File: config.mk
export PLATFORM = sky130hd
export DESIGN_NAME = lsb_stage_buf
export DESIGN_NICKNAME = d
export VERILOG_FILES = /design/src/rtl/lsb_pkg.sv /design/src/rtl/lsb_queue.sv /design/src/rtl/lsb_data.sv /design/src/rtl/lsb_ctrl.sv /design/src/rtl/lsb_stage_buf.sv
export SDC_FILE = /design/constraint.sdc
export NUM_CORES = 1
export LEC_CHECK = 0
export BUFFER_PORTS_ARGS = -buffer_cell sky130_fd_sc_hd__buf_2
export CAP_MARGIN = 5
export CORE_AREA = 2 2 239 241
export CTS_CLUSTER_SIZE = 40
export DETAILED_ROUTE_END_ITERATION = 8
export DIE_AREA = 0 0 241 243
export PLACE_DENSITY = 0.83
export SKIP_LAST_GASP = 1
export SLEW_MARGIN = 20
export SYNTH_ARGS = -nofsm -noshare
export SYNTH_HDL_FRONTEND = slang
export SYNTH_SLANG_ARGS = --single-unit
File: constraint.sdc
create_clock -name clk -period 17.2 [get_ports clk]
set_clock_uncertainty 0.1 [all_clocks]
set_input_delay 0.86 -clock clk [delete_from_list [all_inputs] [get_ports clk]]
set_output_delay 0.86 -clock clk [all_outputs]
set_load 0.01 [all_outputs]
File: src/rtl/lsb_pkg.sv
package lsb_pkg;

  // Per-cycle strobes issued by the control toward the datapath.
  typedef struct packed {
    logic push;    // accepted producer entry
    logic pop;     // consumer takes the ready head
    logic xfer;    // staging head moves to the ready tail
    logic squash;  // trim younger entries from both tails
    logic flush;   // drop everything
  } lsbStrobes_t;

endpackage

File: src/rtl/lsb_queue.sv
module lsb_queue #(
  parameter int DEPTH    = 8,
  parameter int SEQ_W    = 16,
  parameter int DREG_W   = 2,
  parameter int CREDIT_W = 6
) (
  input  logic                         clk,
  input  logic                         rstN,
  input  logic                         wrEn,
  input  logic [SEQ_W-1:0]             wrSeq,
  input  logic [DREG_W-1:0]            wrDregs,
  input  logic                         rdEn,
  input  logic                         cutEn,
  input  logic                         cutAll,
  input  logic [SEQ_W-1:0]             cutSeq,
  output logic [SEQ_W-1:0]             headSeq,
  output logic [DREG_W-1:0]            headDregs,
  output logic [$clog2(DEPTH+1)-1:0]   count,
  output logic [CREDIT_W-1:0]          cutCredit
);

  localparam int PTR_W = $clog2(DEPTH);
  localparam int CNT_W = $clog2(DEPTH + 1);

  logic [SEQ_W-1:0]  seqMem  [DEPTH];
  logic [DREG_W-1:0] dregMem [DEPTH];
  logic [PTR_W-1:0]  headPtr;
  logic [CNT_W-1:0]  cnt;

  logic [CNT_W-1:0]    removed;
  logic [CNT_W-1:0]    baseCnt;
  logic [CREDIT_W-1:0] credit;
  logic [PTR_W-1:0]    scanIdx;
  logic [PTR_W-1:0]    wrIdx;
  logic                cutting;

  // Walk from the tail toward the head, removing younger entries until
  // the first one that is not younger than the boundary.
  always_comb begin
    cutting = cutEn;
    removed = '0;
    credit  = '0;
    scanIdx = '0;
    for (int i = DEPTH - 1; i >= 0; i--) begin
      if (CNT_W'(i) < cnt) begin
        scanIdx = headPtr + PTR_W'(i);
        if (cutting && (cutAll || (seqMem[scanIdx] > cutSeq))) begin
          credit  = credit + CREDIT_W'(dregMem[scanIdx]);
          removed = removed + CNT_W'(1);
        end else begin
          cutting = 1'b0;
        end
      end
    end
  end

  assign baseCnt = cutEn ? (cnt - removed) : cnt;
  assign wrIdx   = headPtr + PTR_W'(baseCnt);

  always_ff @(posedge clk) begin
    if (!rstN) begin
      headPtr <= '0;
      cnt     <= '0;
    end else begin
      headPtr <= headPtr + PTR_W'(rdEn);
      cnt     <= baseCnt - CNT_W'(rdEn) + CNT_W'(wrEn);
    end
  end

  always_ff @(posedge clk) begin
    if (wrEn) begin
      seqMem[wrIdx]  <= wrSeq;
      dregMem[wrIdx] <= wrDregs;
    end
  end

  assign headSeq   = seqMem[headPtr];
  assign headDregs = dregMem[headPtr];
  assign count     = cnt;
  assign cutCredit = credit;

endmodule

File: src/rtl/lsb_data.sv
module lsb_data
  import lsb_pkg::*;
#(
  parameter int LATENCY  = 3,
  parameter int DEPTH    = 8,
  parameter int SEQ_W    = 16,
  parameter int DREG_W   = 2,
  parameter int CREDIT_W = 6
) (
  input  logic                        clk,
  input  logic                        rstN,
  input  lsbStrobes_t                 strobes,
  input  logic [SEQ_W-1:0]            pushSeq,
  input  logic [DREG_W-1:0]           pushDregs,
  input  logic [SEQ_W-1:0]            squashSeq,
  output logic [SEQ_W-1:0]            popSeq,
  output logic [DREG_W-1:0]           popDregs,
  output logic [$clog2(DEPTH+1)-1:0]  stgCount,
  output logic [$clog2(DEPTH+1)-1:0]  rdyCount,
  output logic [CREDIT_W-1:0]         retCredit
);

  localparam int CNT_W = $clog2(DEPTH + 1);

  logic                cutEn;
  logic [SEQ_W-1:0]    rdyWrSeq;
  logic [DREG_W-1:0]   rdyWrDregs;
  logic                rdyWrEn;
  logic [CREDIT_W-1:0] stgCredit;
  logic [CREDIT_W-1:0] rdyCredit;

  assign cutEn = strobes.squash | strobes.flush;

  generate
    if (LATENCY == 1) begin : gDirect
      // A one-cycle delay lands each accepted entry straight in ready.
      assign rdyWrEn    = strobes.push;
      assign rdyWrSeq   = pushSeq;
      assign rdyWrDregs = pushDregs;
      assign stgCount   = '0;
      assign stgCredit  = '0;
    end else begin : gStaged
      logic [SEQ_W-1:0]  stgHeadSeq;
      logic [DREG_W-1:0] stgHeadDregs;
      logic [CNT_W-1:0]  stgCnt;

      lsb_queue #(
        .DEPTH(DEPTH), .SEQ_W(SEQ_W), .DREG_W(DREG_W), .CREDIT_W(CREDIT_W)
      ) u_stage (
        .clk(clk), .rstN(rstN),
        .wrEn(strobes.push), .wrSeq(pushSeq), .wrDregs(pushDregs),
        .rdEn(strobes.xfer),
        .cutEn(cutEn), .cutAll(strobes.flush), .cutSeq(squashSeq),
        .headSeq(stgHeadSeq), .headDregs(stgHeadDregs),
        .count(stgCnt), .cutCredit(stgCredit)
      );

      assign rdyWrEn    = strobes.xfer;
      assign rdyWrSeq   = stgHeadSeq;
      assign rdyWrDregs = stgHeadDregs;
      assign stgCount   = stgCnt;
    end
  endgenerate

  lsb_queue #(
    .DEPTH(DEPTH), .SEQ_W(SEQ_W), .DREG_W(DREG_W), .CREDIT_W(CREDIT_W)
  ) u_ready (
    .clk(clk), .rstN(rstN),
    .wrEn(rdyWrEn), .wrSeq(rdyWrSeq), .wrDregs(rdyWrDregs),
    .rdEn(strobes.pop),
    .cutEn(cutEn), .cutAll(strobes.flush), .cutSeq(squashSeq),
    .headSeq(popSeq), .headDregs(popDregs),
    .count(rdyCount), .cutCredit(rdyCredit)
  );

  assign retCredit = stgCredit + rdyCredit;

endmodule

File: src/rtl/lsb_ctrl.sv
module lsb_ctrl
  import lsb_pkg::*;
#(
  parameter int LATENCY  = 3,
  parameter int MAX_OCC  = 8,
  parameter int SEQ_W    = 16,
  parameter int DREG_W   = 2,
  parameter int NUM_REGS = 32,
  parameter int CREDIT_W = 6,
  parameter int OCC_W    = 4
) (
  input  logic                clk,
  input  logic                rstN,
  input  logic                pushValid,
  input  logic [SEQ_W-1:0]    pushSeq,
  input  logic [DREG_W-1:0]   pushDregs,
  input  logic                popReq,
  input  logic                squashValid,
  input  logic [SEQ_W-1:0]    squashSeq,
  input  logic                flush,
  input  logic [CREDIT_W-1:0] retireRegs,
  input  logic [OCC_W-1:0]    stgCount,
  input  logic [OCC_W-1:0]    rdyCount,
  input  logic [CREDIT_W-1:0] retCredit,
  output lsbStrobes_t         strobes,
  output logic                pushReady,
  output logic                popValid,
  output logic [OCC_W-1:0]    occupancy,
  output logic [CREDIT_W-1:0] freeCredits
);

  logic                busy;
  logic [OCC_W-1:0]    occ;
  logic [CREDIT_W-1:0] credits;
  logic                xferGo;

  assign busy      = squashValid | flush;
  assign occ       = stgCount + rdyCount;
  assign pushReady = !busy && (occ < OCC_W'(MAX_OCC)) &&
                     (credits >= CREDIT_W'(pushDregs));
  assign popValid  = !busy && (rdyCount != '0);

  assign strobes.push   = pushValid & pushReady;
  assign strobes.pop    = popReq & popValid;
  assign strobes.xfer   = xferGo;
  assign strobes.squash = squashValid & ~flush;
  assign strobes.flush  = flush;

  generate
    if (LATENCY == 1) begin : gNoLine
      logic unusedSeq;
      assign unusedSeq = ^{pushSeq, squashSeq, stgCount};
      assign xferGo    = 1'b0;
    end else begin : gLine
      // One bit per cycle of delay, tagged with the sequence number of
      // the insertion so a squash can cancel records of removed entries.
      localparam int DL = LATENCY - 1;
      logic [DL-1:0]    dlBit;
      logic [SEQ_W-1:0] dlTag [DL];
      logic [DL-1:0]    dlKill;

      always_comb begin
        for (int i = 0; i < DL; i++) begin
          dlKill[i] = flush || (squashValid && (dlTag[i] > squashSeq));
        end
      end

      assign xferGo = dlBit[DL-1] && !dlKill[DL-1] && (stgCount != '0);

      always_ff @(posedge clk) begin
        if (!rstN) begin
          dlBit <= '0;
        end else begin
          dlBit[0] <= strobes.push;
          for (int i = 1; i < DL; i++) begin
            dlBit[i] <= dlBit[i-1] && !dlKill[i-1];
          end
        end
      end

      always_ff @(posedge clk) begin
        dlTag[0] <= pushSeq;
        for (int i = 1; i < DL; i++) begin
          dlTag[i] <= dlTag[i-1];
        end
      end
    end
  endgenerate

  always_ff @(posedge clk) begin
    if (!rstN) begin
      credits <= CREDIT_W'(NUM_REGS);
    end else begin
      credits <= credits
                 - (strobes.push ? CREDIT_W'(pushDregs) : '0)
                 + retCredit + retireRegs;
    end
  end

  assign occupancy   = occ;
  assign freeCredits = credits;

endmodule

File: src/rtl/lsb_stage_buf.sv
module lsb_stage_buf
  import lsb_pkg::*;
#(
  parameter int LATENCY  = 3,
  parameter int MAX_OCC  = 8,
  parameter int SEQ_W    = 16,
  parameter int DREG_W   = 2,
  parameter int NUM_REGS = 32
) (
  input  logic                             clk,
  input  logic                             rstN,
  input  logic                             pushValid,
  input  logic [SEQ_W-1:0]                 pushSeq,
  input  logic [DREG_W-1:0]                pushDregs,
  output logic                             pushReady,
  input  logic                             popReq,
  output logic                             popValid,
  output logic [SEQ_W-1:0]                 popSeq,
  output logic [DREG_W-1:0]                popDregs,
  input  logic                             squashValid,
  input  logic [SEQ_W-1:0]                 squashSeq,
  input  logic                             flush,
  input  logic [$clog2(NUM_REGS+1)-1:0]    retireRegs,
  output logic [$clog2(NUM_REGS+1)-1:0]    freeCredits,
  output logic [$clog2(MAX_OCC+1)-1:0]     occupancy
);

  localparam int CREDIT_W = $clog2(NUM_REGS + 1);
  localparam int OCC_W    = $clog2(MAX_OCC + 1);

  initial begin
    if (LATENCY < 1) $error("LATENCY must be at least 1");
    if ((MAX_OCC < 2) || ((MAX_OCC & (MAX_OCC - 1)) != 0))
      $error("MAX_OCC must be a power of two, at least 2");
  end

  lsbStrobes_t         strobes;
  logic [OCC_W-1:0]    stgCount;
  logic [OCC_W-1:0]    rdyCount;
  logic [CREDIT_W-1:0] retCredit;

  lsb_ctrl #(
    .LATENCY(LATENCY), .MAX_OCC(MAX_OCC), .SEQ_W(SEQ_W), .DREG_W(DREG_W),
    .NUM_REGS(NUM_REGS), .CREDIT_W(CREDIT_W), .OCC_W(OCC_W)
  ) u_ctrl (
    .clk(clk), .rstN(rstN),
    .pushValid(pushValid), .pushSeq(pushSeq), .pushDregs(pushDregs),
    .popReq(popReq), .squashValid(squashValid), .squashSeq(squashSeq),
    .flush(flush), .retireRegs(retireRegs),
    .stgCount(stgCount), .rdyCount(rdyCount), .retCredit(retCredit),
    .strobes(strobes), .pushReady(pushReady), .popValid(popValid),
    .occupancy(occupancy), .freeCredits(freeCredits)
  );

  lsb_data #(
    .LATENCY(LATENCY), .DEPTH(MAX_OCC), .SEQ_W(SEQ_W), .DREG_W(DREG_W),
    .CREDIT_W(CREDIT_W)
  ) u_data (
    .clk(clk), .rstN(rstN), .strobes(strobes),
    .pushSeq(pushSeq), .pushDregs(pushDregs), .squashSeq(squashSeq),
    .popSeq(popSeq), .popDregs(popDregs),
    .stgCount(stgCount), .rdyCount(rdyCount), .retCredit(retCredit)
  );

endmodule

* Word-level counts from Yosys, hierarchy flattened
Memories as Yosys holds them, arrays and structs flattened. A register that Yosys moved wholly into a read port is not among the register bits.
Index checks and enable logic that the tools add are counted.
** Word-level totals
- Register bits after elaboration :: 22
- Memory bits (writable) :: 320
- Input port bits :: 46
- Output and inout bits :: 30
- Logic and storage cells :: 260
- Memories kept :: 5
** Memories
- u_data.gStaged.u_stage.seqMem :: words 8, bits a word 16, read ports 8, clocked after Yosys merged registers in 1, wr ports 1, line lsb_queue.sv:25 : logic [SEQ_W-1:0] seqMem [DEPTH];
- u_data.u_ready.seqMem :: words 8, bits a word 16, read ports 8, clocked after Yosys merged registers in 1, wr ports 1, line lsb_queue.sv:25
- u_ctrl.gLine.dlTag :: words 2, bits a word 16, read ports 2, clocked after Yosys merged registers in 0, wr ports 2, line lsb_ctrl.sv:59 : logic [SEQ_W-1:0] dlTag [DL];
- u_data.gStaged.u_stage.dregMem :: words 8, bits a word 2, read ports 8, clocked after Yosys merged registers in 1, wr ports 1, line lsb_queue.sv:26 : logic [DREG_W-1:0] dregMem [DEPTH];
- u_data.u_ready.dregMem :: words 8, bits a word 2, read ports 8, clocked after Yosys merged registers in 1, wr ports 1, line lsb_queue.sv:26
** Cells by class
- Add/subtract/negate cells :: 57
- Magnitude comparators :: 36
- Mux-type cells :: 103
- Bitwise logic cells :: 6
- Reduce and logical (&&, ||, !) cells :: 47
** Operators with widths (count)
- 16-bit greater-than comparator :: 18
- 6-bit two-way mux :: 28
- 4-bit two-way mux :: 30
- 6-bit by 2-bit adder with 6-bit output :: 14
- 4-bit by 1-bit adder with 4-bit output, second input constant :: 14
- 1-bit two-way mux :: 36
- 3-bit by 4-bit < comparator with 1-bit output, first input constant :: 8
- 3-bit adder, second input constant :: 8
- 1-bit logical AND :: 24
- 6-bit adder :: 3
- 1-bit logical OR :: 18
- 1-bit by 4-bit < comparator with 1-bit output, first input constant :: 4
- 2-bit by 4-bit < comparator with 1-bit output, first input constant :: 4
- 3-bit by 2-bit adder with 3-bit output, second input constant :: 4
- 3-bit two-way mux :: 4
- 2-bit two-way mux :: 5
- 4-bit by 1-bit adder with 4-bit output :: 2
- 4-bit nonzero test :: 2
- 4-bit by 1-bit subtractor with 4-bit output :: 2
- 4-bit subtractor :: 2
- 3-bit by 1-bit adder with 3-bit output :: 2
- 3-bit by 1-bit adder with 3-bit output, second input constant :: 2
- 3-bit adder :: 2
- 6-bit by 2-bit >= comparator with 1-bit output :: 1
- other kinds (7) :: 12

* Depth between registers and ports, before layout
An unclocked memory read counts as a cell.
- Word-level depth :: 32
- Depth in mapped cells :: 50
- Mapped depth without buffers :: 43

* Modules after synthesis
From an unflattened synthesis, not the netlist that was laid out.
** Second synthesis, totals
- Cells, all modules :: 2821
- Area total of the unflattened synthesis :: 32039.5 sq um
** Modules (own cells, without submodules)
- lsb_queue at u_data.u_ready :: instances 1, cells an instance 1304, area an instance 14835.5 sq um, seq. area each 4464.3 sq um
- lsb_queue at u_data.gStaged.u_stage :: instances 1, cells an instance 1274, area an instance 14726.6 sq um, seq. area each 4464.3 sq um
- lsb_ctrl :: instances 1, cells an instance 223, area an instance 2284.7 sq um, seq. area each 800.8 sq um
- lsb_data :: instances 1, cells an instance 20, area an instance 192.7 sq um, seq. area each 0.0 sq um

* Least setup slack after synthesis
No wires, ideal clock.
- Kind :: reg2reg
- From :: register u_data.gStaged.u_stage.headPtr[1]
- To :: register u_ctrl.credits[5], in the netlist u_ctrl.freeCredits[5]
- Setup time :: 122 ps
- Data arrival time :: 12998 ps
- Required time :: 16978 ps
- Slack :: 3980 ps
- Stages on the path, launching flop included :: 46
- Buffers on the path :: 5
- Period minus slack after synthesis :: 13220 ps
- Cells stage by stage :: dfxtp_1 > buf_1 > clkbuf_1 > buf_1 > inv_1 > ha_1 > clkbuf_1 > clkbuf_1 > mux4_2 > mux2_2 > ha_1 > nand4_1 > nor4_1 > o21ai_0 > o211a_1 > or2_2 > nor2_1 > ha_1 > [... 10 more ...] > mux2_2 > fa_1 > mux2_2 > fa_1 > mux2_2 > fa_1 > inv_1 > fa_1 > inv_1 > ha_1 > fa_1 > a21o_1 > a21oi_1 > xnor2_1 > or4_4 > a211oi_1 > o21a_1 > mux2i_1
** On the way
- Cells in the longest elaborated chain, start to end :: 31
- Elaborated cells on any way between the ends :: 71
- Those cells by class :: 17 x add/sub; 7 x order compare; 30 x mux; 15 x reduce/logical; 2 x memory
** RTL lines
- start: declaration :: line lsb_queue.sv:27 : logic [PTR_W-1:0] headPtr;
- start signal: assignment :: line lsb_queue.sv:65 : headPtr <= headPtr + PTR_W'(rdEn);
- 3-bit adder :: line lsb_queue.sv:46 : scanIdx = headPtr + PTR_W'(i);
- memory 8 x 16 bit
- 16-bit greater-than comparator :: line lsb_queue.sv:47 : if (cutting && (cutAll || (seqMem[scanIdx] > cutSeq))) begin
- 1-bit logical OR :: line lsb_queue.sv:47
- 1-bit logical AND :: line lsb_queue.sv:47
- 2-bit two-way mux / 1-bit two-way mux (equally long branches) :: line lsb_queue.sv:47
- 2-bit two-way mux / 1-bit two-way mux (equally long branches) :: line lsb_queue.sv:45 : if (CNT_W'(i) < cnt) begin
- 6-bit by 2-bit adder with 6-bit output / 1-bit logical AND (equally long branches) :: line lsb_queue.sv:48, lsb_queue.sv:47
- [... 14 more ...]
- 6-bit by 2-bit adder with 6-bit output / 1-bit logical AND (equally long branches) :: line lsb_queue.sv:48, lsb_queue.sv:47
- 6-bit two-way mux / 1-bit two-way mux (equally long branches) :: line lsb_queue.sv:47
- 6-bit two-way mux / 1-bit two-way mux (equally long branches) :: line lsb_queue.sv:45
- 6-bit by 2-bit adder with 6-bit output / 1-bit logical AND (equally long branches) :: line lsb_queue.sv:48, lsb_queue.sv:47
- 6-bit two-way mux :: line lsb_queue.sv:47
- 6-bit two-way mux * :: line lsb_queue.sv:45
- 6-bit adder * :: line lsb_data.sv:76 : assign retCredit = stgCredit + rdyCredit;
- 6-bit adder * (2 in a row) :: line lsb_ctrl.sv:96 : + retCredit + retireRegs;
- end signal: assignment :: line lsb_ctrl.sv:92 : credits <= CREDIT_W'(NUM_REGS);
- end signal: assignment :: line lsb_ctrl.sv:94 : credits <= credits
- end: declaration :: line lsb_ctrl.sv:34 : logic [CREDIT_W-1:0] credits;
Mark *: on every way between the ends. The rest lies on a longest branch, timed or not.
A chain may end at the register's enable or synchronous reset.

* Worst setup path in the final report
- From :: register u_data.gStaged.u_stage.headPtr[0]
- To :: register u_ctrl.credits[5], in the netlist u_ctrl.freeCredits[5]
Same word-level chain as after synthesis.

==> results_dict.tcl <==
set metrics [dict create \
    num_rows 87 \
    rsz0062_at_grt "no" \
    drt-total-wl_microns 91870 \
    slew_viol_final 0 \
    synth.most_common_cell "nand2_1" \
    drtPass1Iterations 6 \
    routedWlPerCell_microns 25.48 \
    diodes 0 \
    drtIter0Drc 2849 \
    synthFlopType "edfxtp_1" \
    cts_tree "done" \
    clk_pin_slew_ns 0.06 \
    arrival_ns 14.06 \
    clock_latency_ns 0.58 \
    setup-tns-final_ns 0 \
    seq_area_frac_synth_pct 30.68 \
    die_area_sq_mm 0.05856 \
    syn_inst 2771 \
    yosys_warnings 0 \
    rrSetupSlack_ns 3.49 \
    cts_setup_buffers 0 \
    core_area_sq_mm 0.05595 \
    grt_usage_pct 31.50 \
    critPathMaxStageDelay_ns 0.79 \
    yosys.area.top_type_share_pct 27.27 \
    fin_crit_sh_pct 79.70 \
    cp-start-kind "flip-flop" \
    critPathMostFrequentCell "fa_1" \
    period_minus_slack_ns 13.71 \
    drc 0 \
    final_cells 3605 \
    die_width_microns 241 \
    drive_above_1_share_pct 24.89 \
    dp.cells 3536 \
    status "finished clean" \
    ctsHtreeMaxLevel 2 \
    max_freq_mhz 72.95 \
    synth.cell_area_sq_mm 0.03171 \
    ir_worst_vdd_uv 120.7 \
    clock-sinks 342 \
    cp_slowest_cell "dfxtp_4" \
    fin_util_pct 61.46 \
    syn_nets 3215 \
    async_flop_share_pct 0 \
    grt_pass1_vias 24550 \
    synth_area_leaders "edfxtp_1, mux4_2, ha_1, nand2_1, mux2_2" \
    critPathLaunch "u_data.gStaged.u_stage.headPtr[0]" \
    hpwl_microns 67750 \
    max-cap-violations 0 \
    hold_slack_ns 0.2533 \
    cts_buffers 38 \
    yosys-top-cells-count "nand2_1, ha_1, edfxtp_1, mux4_2, mux2_2" \
    gp_congestion 1.063 \
    nets 3264 \
    io_buffers 75 \
    reg2reg_from "u_data.gStaged.u_stage.headPtr[0]" \
    cts-resized-gates 0 \
    viasPerCell 6.989 \
    area_delta_synth_final_pct 8.431 \
    start_util_pct 56.68 \
    slew_headroom_pct 30.62 \
    grt_max_degree 65 \
    report.final.setup_viol 0 \
    ys_types 93 \
    cts_hold_buffers 0 \
    cts_buffer_depth 3 \
    min_from "u_ctrl.gLine.dlTag[0][15]" \
    tightest_slew_ns 1.041 \
    io_pins 76 \
    hold_class "reg -> reg" \
    required_ns 17.55 \
    num_vias 25200 \
    synth_top_cell_by_area "edfxtp_1" \
    antenna_found_initial 0 \
    criticalPathCategory "reg -> reg" \
    syn_avg_cell_area_sq_um 11.45 \
    clockRootBuffer "clkbuf_16" \
    yosys_register_bits 342 \
    hold_violations 0 \
    synth_edf_count 288 \
    p_per_area_mw_per_mm2 109.7 \
    p_leak_nw 13.17 \
    overflow 0 \
    grt_first_pass_wirelength_microns 141100 \
    path_max_fanout 64 \
    die_y_microns 243 \
    detail-route-antenna-nets 0 \
    critPathCaptureType "flip-flop" \
]
==> cell usage in the layout (no fill, tap or decap), types with 21 or more instances in the layout <==
cell type	netlist	final
o21a_1	25	25
xnor2_1	47	41
mux4_2	288	288
mux2i_1	32	32
ha_1	366	364
a21o_1	44	44
nand3_1	37	37
o21ai_0	70	70
clkbuf_16	0	39
buf_2	3	75
nor2b_1	23	23
nand4_1	53	53
dfxtp_1	54	48
inv_1	100	100
buf_4	5	58
nand2_1	520	520
a21oi_1	115	115
nor3_1	47	39
mux2_2	161	161
nor2_1	79	75
edfxtp_1	288	288
fa_1	32	32
a211oi_1	21	21
==> flip-flops by register name, summed over array words and instances, names as in the netlist <==
register                        count
u_ctrl.freeCredits                  6
u_ctrl.gLine.dlBit                  2
u_ctrl.gLine.dlTag                 32
u_data.gStaged.u_stage.count        4
u_data.gStaged.u_stage.dregMem     16
u_data.gStaged.u_stage.headPtr      3
u_data.gStaged.u_stage.seqMem     128
u_data.u_ready.count                4
u_data.u_ready.dregMem             16
u_data.u_ready.headPtr              3
u_data.u_ready.seqMem             128
==> report_power, final <==
part	switching, mW	internal [mW]	total [mW]
combinational	1.10	0.815	1.92
sequential	0.0581	0.958	1.02
clock	0.356	0.481	0.837
==> cell type report <==
class	instances	area, sq um
clock inverter	25	257.7
fill	4187	21560
clock buffer	44	994.7
tap	756	945.9
sequential	342	9747
multi-input combinational	2204	21250
inverter	101	379.1
timing repair buffer	133	810.8
==> routing by layer <==
metal  GRT usage, %  part of all wire, %
met3          5.959                   10
met5              0                    0
met2          50.85                   47
met4          14.72                  5.4
met1          41.04                   37
==> cells by family (layout without fill, tap and decap cells) <==
family                     count (synthesis)  in the layout  synth area share, %
xor gates and xnor gates                  76             76                2.332
DFF                                      342            342                30.68
buffers and inverters                    225            303                2.758
and+or+nand+nor                          871            871                12.66
muxes                                    481            481                27.18
adders and majority gates                399            399                16.49
AOI/OAI and AO/OA                        377            377                7.902
==> worst paths after layout <==
check                                   end  cells after the start
setup / recovery      u_ctrl.freeCredits[5]                     41
hold / removal    u_ctrl.gLine.dlTag[0][31]                      0
hold reg to reg   u_ctrl.gLine.dlTag[0][31]                      0
setup reg to reg      u_ctrl.freeCredits[5]                     41
==> through the flow <==
| stage | setup slack, ns | instance area [sq um] | power (mW) |
|---|---|---|---|
| 2_1_floorplan | 3.980 | 31710 | 2.419 |
| 3_3_place_gp | 3.864 | 33120 | 2.796 |
| 3_5_place_dp | 3.569 | 33140 | 2.911 |
| 4_1_cts | 3.535 | 34390 | 3.758 |
| 5_1_grt | 2.796 | 34390 | 4.037 |
| 6_report | 3.492 | 34390 | 3.773 |
==> worst max-delay path: cells and delay by family (launching register included) <==
| kind | cells | cell delay [ns] |
|---|---|---|
| buf+inv | 5 | 0.97 |
| compound gates | 7 | 1.60 |
| xor+xnor | 1 | 0.11 |
| flops | 1 | 0.79 |
| mux | 9 | 2.64 |
| fa+ha+maj | 14 | 5.75 |
| simple gates | 5 | 1.56 |
(Power assumes the default switching activity.)
